### src/rtl/mrs_pkg.sv
package mrs_pkg;

   typedef enum logic [2:0] {
      OP_NOP       = 3'd0,
      OP_MODE_SET  = 3'd1,
      OP_ACTIVATE  = 3'd2,
      OP_READ      = 3'd3,
      OP_WRITE     = 3'd4,
      OP_PRECHARGE = 3'd5,
      OP_REFRESH   = 3'd6
   } cmd_op_e;

   typedef struct packed {
      logic [2:0] bl;
      logic       bt;
      logic [2:0] cl;
   } mode_t;

   localparam mode_t MODE_RESET = '{bl: 3'b001, bt: 1'b0, cl: 3'b010};

   localparam int unsigned ERR_RESERVED   = 0;
   localparam int unsigned ERR_BANK       = 1;
   localparam int unsigned ERR_TIMING     = 2;
   localparam int unsigned ERR_FP_IL      = 3;
   localparam int unsigned ERR_FP_AP      = 4;
   localparam int unsigned ERR_ODD_COL    = 5;
   localparam int unsigned ERR_COUNT      = 6;

endpackage

### src/rtl/mrs_field_decode.sv
module mrs_field_decode
   import mrs_pkg::*;
(
   input  mode_t      mode,
   output logic       bl_ok,
   output logic       cl_ok,
   output logic       fp,
   output logic       fp_il,
   output logic [4:0] beats,
   output logic [1:0] cas
);

   always_comb begin
      bl_ok = 1'b0;
      beats = 5'd0;
      fp    = 1'b0;
      case (mode.bl)
         3'b001: begin bl_ok = 1'b1; beats = 5'd2;  end
         3'b010: begin bl_ok = 1'b1; beats = 5'd4;  end
         3'b011: begin bl_ok = 1'b1; beats = 5'd8;  end
         3'b100: begin bl_ok = 1'b1; beats = 5'd16; end
         3'b111: begin bl_ok = 1'b1; fp = 1'b1;     end
         default: ;
      endcase
   end

   always_comb begin
      cl_ok = 1'b0;
      cas   = 2'd2;
      case (mode.cl)
         3'b010: begin cl_ok = 1'b1; cas = 2'd2; end
         3'b011: begin cl_ok = 1'b1; cas = 2'd3; end
         default: ;
      endcase
   end

   assign fp_il = fp & mode.bt;

endmodule

### src/rtl/mrs_wait_timer.sv
module mrs_wait_timer #(
   parameter int unsigned WAIT_CYC = 2
) (
   input  logic clk,
   input  logic rst_n,
   input  logic start,
   output logic busy
);

   generate
      if (WAIT_CYC == 0) begin : g_no_wait
         assign busy = 1'b0;
      end else begin : g_wait
         localparam int unsigned CNT_W = $clog2(WAIT_CYC + 1);
         localparam logic [CNT_W-1:0] CNT_LOAD = CNT_W'(WAIT_CYC);
         logic [CNT_W-1:0] cnt_q;

         always_ff @(posedge clk) begin
            if (!rst_n) begin
               cnt_q <= '0;
            end else if (start) begin
               cnt_q <= CNT_LOAD;
            end else if (cnt_q != '0) begin
               cnt_q <= cnt_q - 1'b1;
            end
         end

         assign busy = (cnt_q != '0);
      end
   endgenerate

endmodule

### src/rtl/mrs_sticky_flags.sv
module mrs_sticky_flags #(
   parameter int unsigned N = 6
) (
   input  logic         clk,
   input  logic         rst_n,
   input  logic [N-1:0] set,
   output logic [N-1:0] flags
);

   generate
      for (genvar i = 0; i < N; i++) begin : g_bit
         logic flag_q;
         always_ff @(posedge clk) begin
            if (!rst_n) begin
               flag_q <= 1'b0;
            end else if (set[i]) begin
               flag_q <= 1'b1;
            end
         end
         assign flags[i] = flag_q;
      end
   endgenerate

endmodule

### src/rtl/mrs_guard.sv
module mrs_guard
   import mrs_pkg::*;
#(
   parameter int unsigned NUM_BANKS = 4,
   parameter int unsigned ADDR_W    = 13,
   parameter int unsigned WAIT_CYC  = 2
) (
   input  logic                 clk,
   input  logic                 rst_n,
   input  logic                 cmd_valid,
   input  logic [2:0]           cmd_op,
   input  logic [1:0]           cmd_ba,
   input  logic [ADDR_W-1:0]    cmd_addr,
   input  logic                 cmd_autopre,
   input  logic [NUM_BANKS-1:0] bank_idle,
   output logic [2:0]           mode_bl_code,
   output logic                 mode_interleave,
   output logic [2:0]           mode_cl_code,
   output logic [4:0]           burst_beats,
   output logic                 full_page,
   output logic [1:0]           cas_latency,
   output logic                 busy,
   output logic                 err_reserved,
   output logic                 err_bank_active,
   output logic                 err_timing,
   output logic                 err_fp_interleave,
   output logic                 err_fp_autopre,
   output logic                 err_odd_col
);

   localparam int unsigned MODE_W = $bits(mode_t);

   generate
      if (ADDR_W < MODE_W) begin : g_chk_addr
         $error("mrs_guard: ADDR_W must cover the mode fields");
      end
      if (NUM_BANKS < 1) begin : g_chk_banks
         $error("mrs_guard: NUM_BANKS must be at least 1");
      end
   endgenerate

   mode_t mode_q;
   mode_t mode_req;

   logic in_bl_ok, in_cl_ok, in_fp, in_fp_il;
   logic [4:0] in_beats;
   logic [1:0] in_cas;
   logic st_bl_ok, st_cl_ok, st_fp, st_fp_il;

   logic cmd_live, is_load, all_idle, load_clear, codes_ok, load_ok, is_xfer;
   logic [ERR_COUNT-1:0] err_set;
   logic [ERR_COUNT-1:0] err_q;

   assign mode_req = '{bl: cmd_addr[2:0], bt: cmd_addr[3], cl: cmd_addr[6:4]};

   mrs_field_decode u_dec_req (
      .mode  (mode_req),
      .bl_ok (in_bl_ok),
      .cl_ok (in_cl_ok),
      .fp    (in_fp),
      .fp_il (in_fp_il),
      .beats (in_beats),
      .cas   (in_cas)
   );

   mrs_field_decode u_dec_state (
      .mode  (mode_q),
      .bl_ok (st_bl_ok),
      .cl_ok (st_cl_ok),
      .fp    (st_fp),
      .fp_il (st_fp_il),
      .beats (burst_beats),
      .cas   (cas_latency)
   );

   assign cmd_live   = cmd_valid && (cmd_op != OP_NOP);
   assign is_load    = cmd_valid && (cmd_op == OP_MODE_SET) && (cmd_ba == 2'b00);
   assign all_idle   = &bank_idle;
   assign load_clear = is_load && !busy && all_idle;
   assign codes_ok   = in_bl_ok && in_cl_ok;
   assign load_ok    = load_clear && codes_ok && !in_fp_il;
   assign is_xfer    = cmd_valid && !busy && st_fp &&
                       ((cmd_op == OP_READ) || (cmd_op == OP_WRITE));

   always_comb begin
      err_set               = '0;
      err_set[ERR_TIMING]   = cmd_live && busy;
      err_set[ERR_BANK]     = is_load && !busy && !all_idle;
      err_set[ERR_RESERVED] = load_clear && !codes_ok;
      err_set[ERR_FP_IL]    = load_clear && codes_ok && in_fp_il;
      err_set[ERR_FP_AP]    = is_xfer && cmd_autopre;
      err_set[ERR_ODD_COL]  = is_xfer && cmd_addr[0];
   end

   always_ff @(posedge clk) begin
      if (!rst_n) begin
         mode_q <= MODE_RESET;
      end else if (load_ok) begin
         mode_q <= mode_req;
      end
   end

   mrs_wait_timer #(.WAIT_CYC(WAIT_CYC)) u_timer (
      .clk   (clk),
      .rst_n (rst_n),
      .start (load_ok),
      .busy  (busy)
   );

   mrs_sticky_flags #(.N(ERR_COUNT)) u_flags (
      .clk   (clk),
      .rst_n (rst_n),
      .set   (err_set),
      .flags (err_q)
   );

   assign mode_bl_code      = mode_q.bl;
   assign mode_interleave   = mode_q.bt;
   assign mode_cl_code      = mode_q.cl;
   assign full_page         = st_fp;
   assign err_reserved      = err_q[ERR_RESERVED];
   assign err_bank_active   = err_q[ERR_BANK];
   assign err_timing        = err_q[ERR_TIMING];
   assign err_fp_interleave = err_q[ERR_FP_IL];
   assign err_fp_autopre    = err_q[ERR_FP_AP];
   assign err_odd_col       = err_q[ERR_ODD_COL];

endmodule

### config.mk
export PLATFORM = sky130hd
export DESIGN_NAME = mrs_guard
export DESIGN_NICKNAME = d
export VERILOG_FILES = /design/src/rtl/mrs_pkg.sv /design/src/rtl/mrs_field_decode.sv /design/src/rtl/mrs_wait_timer.sv /design/src/rtl/mrs_sticky_flags.sv /design/src/rtl/mrs_guard.sv
export SDC_FILE = /design/constraint.sdc
export NUM_CORES = 1
export LEC_CHECK = 0
export BUFFER_PORTS_ARGS = -buffer_cell sky130_fd_sc_hd__buf_2
export CAP_MARGIN = 15
export CORE_MARGIN = 1
export CORE_UTILIZATION = 42
export CTS_CLUSTER_DIAMETER = 60
export DETAILED_ROUTE_END_ITERATION = 12
export PLACE_DENSITY = 0.81
export SKIP_CTS_REPAIR_TIMING = 1
export SLEW_MARGIN = 40
export SYNTH_ARGS = -nofsm -noshare
export SYNTH_HDL_FRONTEND = slang
export SYNTH_SLANG_ARGS = --single-unit
### constraint.sdc
create_clock -name clk -period 2.6 [get_ports clk]
set_input_delay 0.39 -clock clk [delete_from_list [all_inputs] [get_ports clk]]
set_output_delay 0.39 -clock clk [all_outputs]
set_load 0.005 [all_outputs]
==> results of run 1 <==
==> flip-flops by register name, summed over array words and instances, names as in the netlist <==
name and count:
mode_interleave 1, mode_bl_code 3, mode_cl_code 3, u_flags.g_bit.flag_q 6, u_timer.g_wait.cnt_q 2
==> routing by layer <==
| layer | global-route usage (%) | part of all wire (%) | wire length [um] |
|---|---|---|---|
| met1 | 20.7 | 44 | 692 |
| met2 | 30.6 | 47 | 748 |
| met3 | 2.55 | 6.5 | 103 |
| met4 | 7.50 | 2.0 | 32 |
| met5 | 0 | 0 | 0 |
==> per-stage QoR <==
stage,worst slack [ns],instances
2_1_floorplan,0.958,75
3_3_place_gp,0.712,127
3_5_place_dp,0.707,127
4_1_cts,0.878,131
5_1_grt,0.782,131
6_report,0.853,131
==> cells by family after synthesis <==
logic type | share of synthesized area, %
AO/OA/AOI/OAI | 14.3
XOR/XNOR | 1.25
buffers and inverters | 4.82
flip-flops | 42.9
multiplexers | 2.86
other | 1.07
AND/OR/NAND/NOR | 32.9
==> worst min-delay path by stage <==
stage / slack, ns / end / cells after the start / start
6_report: 0.34 / mode_cl_code[0]$_SDFFE_PN0P_ / 3 / cmd_addr[4]
5_1_grt: 0.38 / mode_cl_code[0]$_SDFFE_PN0P_ / 3 / cmd_addr[4]
4_1_cts: 0.34 / mode_cl_code[0]$_SDFFE_PN0P_ / 3 / cmd_addr[4]
3_5_place_dp: 0.44 / u_flags.g_bit[1].flag_q$_SDFFE_PN0P_ / 2 / u_flags.g_bit[1].flag_q$_SDFFE_PN0P_
3_3_place_gp: 0.43 / u_timer.g_wait.cnt_q[0]$_SDFFE_PP0P_ / 1 / u_timer.g_wait.cnt_q[0]$_SDFFE_PP0P_
2_1_floorplan: 0.42 / u_timer.g_wait.cnt_q[0]$_SDFFE_PP0P_ / 1 / u_timer.g_wait.cnt_q[0]$_SDFFE_PP0P_
==> final cells by class <==
type / count / area [um2]
fillers: 135 / 599
multi-input cells: 53 / 367
flip-flops and latches: 15 / 300
repair buffers: 39 / 195
clock buffers: 3 / 22.5
well taps: 16 / 20.0
inverters: 4 / 15.0
clock inverters: 1 / 5.00
==> report_power, final <==
part | switching, mW | internal [mW]
Sequential | 0.0000931 | 0.230
Combinational | 0.0198 | 0.0159
Clock | 0.0771 | 0.0572
==> cells in the mapped netlist <==
cell	instances	area, um2
nand2b_1	2	12.5
nor3b_1	6	45.0
clkbuf_1	1	3.75
nor2b_1	1	6.26
or4_1	1	7.51
o21a_1	2	15.0
conb_1	2	7.51
dfxtp_1	15	300
mux2i_1	2	20.0
nor3_1	1	5.00
a21oi_1	4	20.0
nor4_4	1	21.3
inv_1	4	15.0
and4_2	1	10.0
or3_1	3	18.8
nand3b_1	1	7.51
nor4_1	1	6.26
buf_4	2	15.0
o2111a_1	1	11.3
nand4_1	3	18.8
o221a_1	2	22.5
nand2_1	6	22.5
a31oi_1	1	6.26
o2111ai_2	1	15.0
o32a_1	1	10.0
nor2_1	5	18.8
xor2_1	1	8.76
and3b_1	2	17.5
and3_1	2	12.5
==> worst min-delay path, delay by kind of cell <==
kind / cells / cell delay [ns]
muxes: 1 / 0.06
and+or+nand+nor: 1 / 0.04
buffers and inverters: 1 / 0.10
==> impl_metrics.toml, run 1 <==
[cells_and_area]
drive_above_1_share_pct = 40.0
final_common_cell = "buf_2"
nets = 142
diodes = 0
layout_common_cells = "39 x buf_2, 15 x dfxtp_1, 6 x nor3b_1, 6 x nand2_1, 5 x nor2_1"
final_area_um2 = 925
finish.utilization_pct = 60.7
area_growth_pct = 32.0

[critical_path]
cpPeakStageDelay_ns = 0.62
worst-path-stages = 4
timing.rr.end = "mode_cl_code[2]$_SDFFE_PN0P_"
crit_chain = "nor2_1 > nand4_1 > or4_1 > and3_1"
r2r-start = "u_timer.g_wait.cnt_q[0]$_SDFFE_PP0P_"
cp.required_ns = 2.79
crit_path_top_delay_cell = "or4_1"
critPathKind = "register to register"
critical-path-top-delay-family = "simple AND/OR/NAND/NOR gates"
crit_path_max_fanout = 6
rrSetupSlack_ns = 0.85
worstPathArrival_ns = 1.94
r2r_cells = 4
end_kind = "register"
crit_start = "u_timer.g_wait.cnt_q[0]$_SDFFE_PP0P_"
path_buf_inv = 0
start_kind = "register"
crit_path_end = "mode_cl_code[2]$_SDFFE_PN0P_"

[route]
wl_mm = 1.58
firstDrtPassIters = 4
drt_iter0_drc = 7
vias = 719
drc = 0
avgRoutedWirePerCell_um = 12.0
viasPerCell = 5.49
postRouteAntennaNets = 0

[clocking]
path_clk_slew_ns = 0.09
htree_levels = 1
clk_latency_ns = 0.29
cts_tree = "built"
clockBufferDepth = 2
cts_buffers = 3
root_buffer = "clkbuf_4"
clock-sinks = 15

[place]
place_hpwl_mm = 1.22
portBuffers = 39
place_congestion = 0.761
dpl-instance-area_um2 = 897

[timing]
slew_violations = 0
finalCritPeriodShare_pct = 67.2
finalClockSkew_ns = 0.00520
rsz0062_at_grt = "false"
layout_min_cycle_time_ns = 1.75
fin_hold_ws_ns = 0.341
setup_viol = 0
fin_tns_setup_ns = 0
fmax_mhz = 573
finalHoldViolations = 0

[logic_synthesis]
ys_seq_elements = 15
yosysWarnings = 0
yosysSeqAreaShare_pct = 42.9
synthCells = 75
synth_area_per_cell_um2 = 9.34
yosysUniqueCellTypes = 29
syn_nets = 101
synth_area_um2 = 701

[floorplanning]
die-area_um2 = 1840
die_h_um = 42.8
start_util_pct = 46.0
rows = 14
num_io_pins = 48
die_x_um = 42.8
coreArea_um2 = 1520

[pwr]
vdd_drop_max_mv = 0.265
power_mw = 0.400
powerDensity_nw_per_um2 = 432
leakagePower_nw = 0.440

[hold_path]
hp-class = "input pin to register"

[global_route]
grt.total_usage_pct = 17.4
antenna_found_initial = 0
grt_max_degree = 12
grt_first_pass_wirelength_mm = 2.44
overflow = 0
grt_pass1_vias = 606

[flow_run]
drv_cap = 0

[status]
status = "complete, no violations"
No activity file was read; power rests on OpenSTA's default activity.
==> run 2: changes to the inputs <==
CORE_ASPECT_RATIO = 0.75   (was default)
CORE_UTILIZATION = 39   (was 42)
PLACE_DENSITY = 0.76   (was 0.81)
clock period = 1.8 ns   (was 2.6 ns; I/O delays follow)
==> impl_metrics.toml, run 2 (synthesized netlist as in run 1, its figures left out) <==
[flow_run]
drv_cap = 0

[floorplanning]
coreArea_um2 = 1580
start_util_pct = 44.4
die-area_um2 = 1970
die_h_um = 38.7
num_io_pins = 48
rows = 12
die_x_um = 50.9

[global_route]
overflow = 0
antenna_found_initial = 0
grt_pass1_vias = 603
grt_first_pass_wirelength_mm = 2.56
grt.total_usage_pct = 18.5
grt_max_degree = 12

[place]
place_congestion = 0.714
post-place-ws_ns = 0.0701
dpl-instance-area_um2 = 918
place_hpwl_mm = 1.23
portBuffers = 39

[cells_and_area]
largest_reg_flops = 6
diodes = 0
final_area_um2 = 946
final_common_cell = "buf_2"
nets = 144
area_growth_pct = 35.0
nFillCells = 145
top_register = "u_flags.g_bit.flag_q"
drive_above_1_share_pct = 41.0
layout_common_cells = "39 x buf_2, 15 x dfxtp_1, 6 x nor3b_1, 6 x nand2_1, 5 x nor2_1"

[timing]
finalHoldViolations = 0
worst_slack_ns = 0.206
layout_min_cycle_time_ns = 1.59
finalCritPeriodShare_pct = 88.6
fmax_mhz = 627
rsz0062_at_grt = "false"
finalClockSkew_ns = 0.00713
setup_viol = 0
fin_tns_setup_ns = 0
slew_violations = 0

[critical_path]
cpPeakStageDelay_ns = 0.39
crit_chain = "nor2_1 > nand4_1 > buf_4 > nor4_4 > o221a_1"
critPathKind = "register to register"
cp.required_ns = 2.03
crit_path_top_delay_cell = "nor4_4"
end_kind = "register"
start_kind = "register"
crit_path_max_fanout = 6
worstPathArrival_ns = 1.83

[clocking]
path_clk_slew_ns = 0.09
clk_latency_ns = 0.29
root_buffer = "clkbuf_4"
htree_levels = 1
cts_tree = "built"
cts_buffers = 3
clock-sinks = 15
clockBufferDepth = 2

[pwr]
switching_share_pct = 24.4
powerDensity_nw_per_um2 = 613
vdd_drop_max_mv = 0.479
power_mw = 0.580
pwr-share-comb_pct = 9.2
power_frac_clock_pct = 33.6
p_seq_share_pct = 57.2
p_int_mw = 0.438
p_sw_mw = 0.142
leakagePower_nw = 0.449

[route]
viasPerCell = 5.07
wl_mm = 1.64
postRouteAntennaNets = 0
firstDrtPassIters = 4
avgRoutedWirePerCell_um = 11.9
vias = 699
drt_iter0_drc = 13
drc = 0

[status]
status = "complete, no violations"

[hold_path]
hp-class = "input pin to register"
## run 2: changes by cell type in the layout (fill, tap and decap cells not counted), sizes merged
cell / delta
buf: +2
## run 2: per-layer routing
layer,part of all wire [%],vias up,global-route usage (%)
met3,8.0,5,5.88
met4,1.4,0,8.33
li1,-,357,-
met2,42,32,30.6
met5,0,-,0
met1,49,305,22.2
## run 2: through the flow
step / utilization (%) / instances / hold slack (ns)
6_report: 60.0 / 138 / 0.199
5_1_grt: 60.0 / 138 / 0.198
4_1_cts: 60.0 / 138 / 0.196
3_5_place_dp: 58.3 / 134 / 0.441
3_3_place_gp: 58.3 / 134 / 0.433
2_1_floorplan: - / 75 / 0.409
## run 2: layout make-up
type / instances / area (um2) / area share, %
clock buffer: 3 / 22.5 / 2.38
clock inverter: 1 / 5.00 / 0.529
inverter: 4 / 15.0 / 1.59
multi-input combinational: 53 / 367 / 38.8
sequential: 15 / 300 / 31.7
tap: 21 / 26.3 / 2.78
timing repair buffer: 41 / 210 / 22.2
## run 2: critical path: cells and delay by family (launching register included)
| kind | cells | cell delay (ns) |
|---|---|---|
| flip-flops | 1 | 0.33 |
| buffers and inverters | 1 | 0.21 |
| AO/OA/AOI/OAI | 1 | 0.24 |
| AND/OR/NAND/NOR | 3 | 0.75 |
## run 2: final timing paths
check,from,endpoint,slack [ns],cells after the start
setup reg to reg,u_timer.g_wait.cnt_q[1]$_SDFFE_PN0P_,mode_interleave$_SDFFE_PN0P_,0.21,5
hold reg to reg,u_flags.g_bit[1].flag_q$_SDFFE_PN0P_,u_flags.g_bit[1].flag_q$_SDFFE_PN0P_,0.45,2
hold / removal,cmd_autopre,u_flags.g_bit[4].flag_q$_SDFFE_PN0P_,0.20,3
setup / recovery,u_timer.g_wait.cnt_q[1]$_SDFFE_PN0P_,mode_interleave$_SDFFE_PN0P_,0.21,5
## run 2: power by group through the flow
stage	Clock, mW	Combinational [mW]	Sequential [mW]
CTS	0.203	0.0531	0.332
global route	0.216	0.0589	0.332
detailed placement	0	0.0529	0.340
finish	0.195	0.0535	0.332
floorplan	0	0.0233	0.340
global placement	0	0.0508	0.340
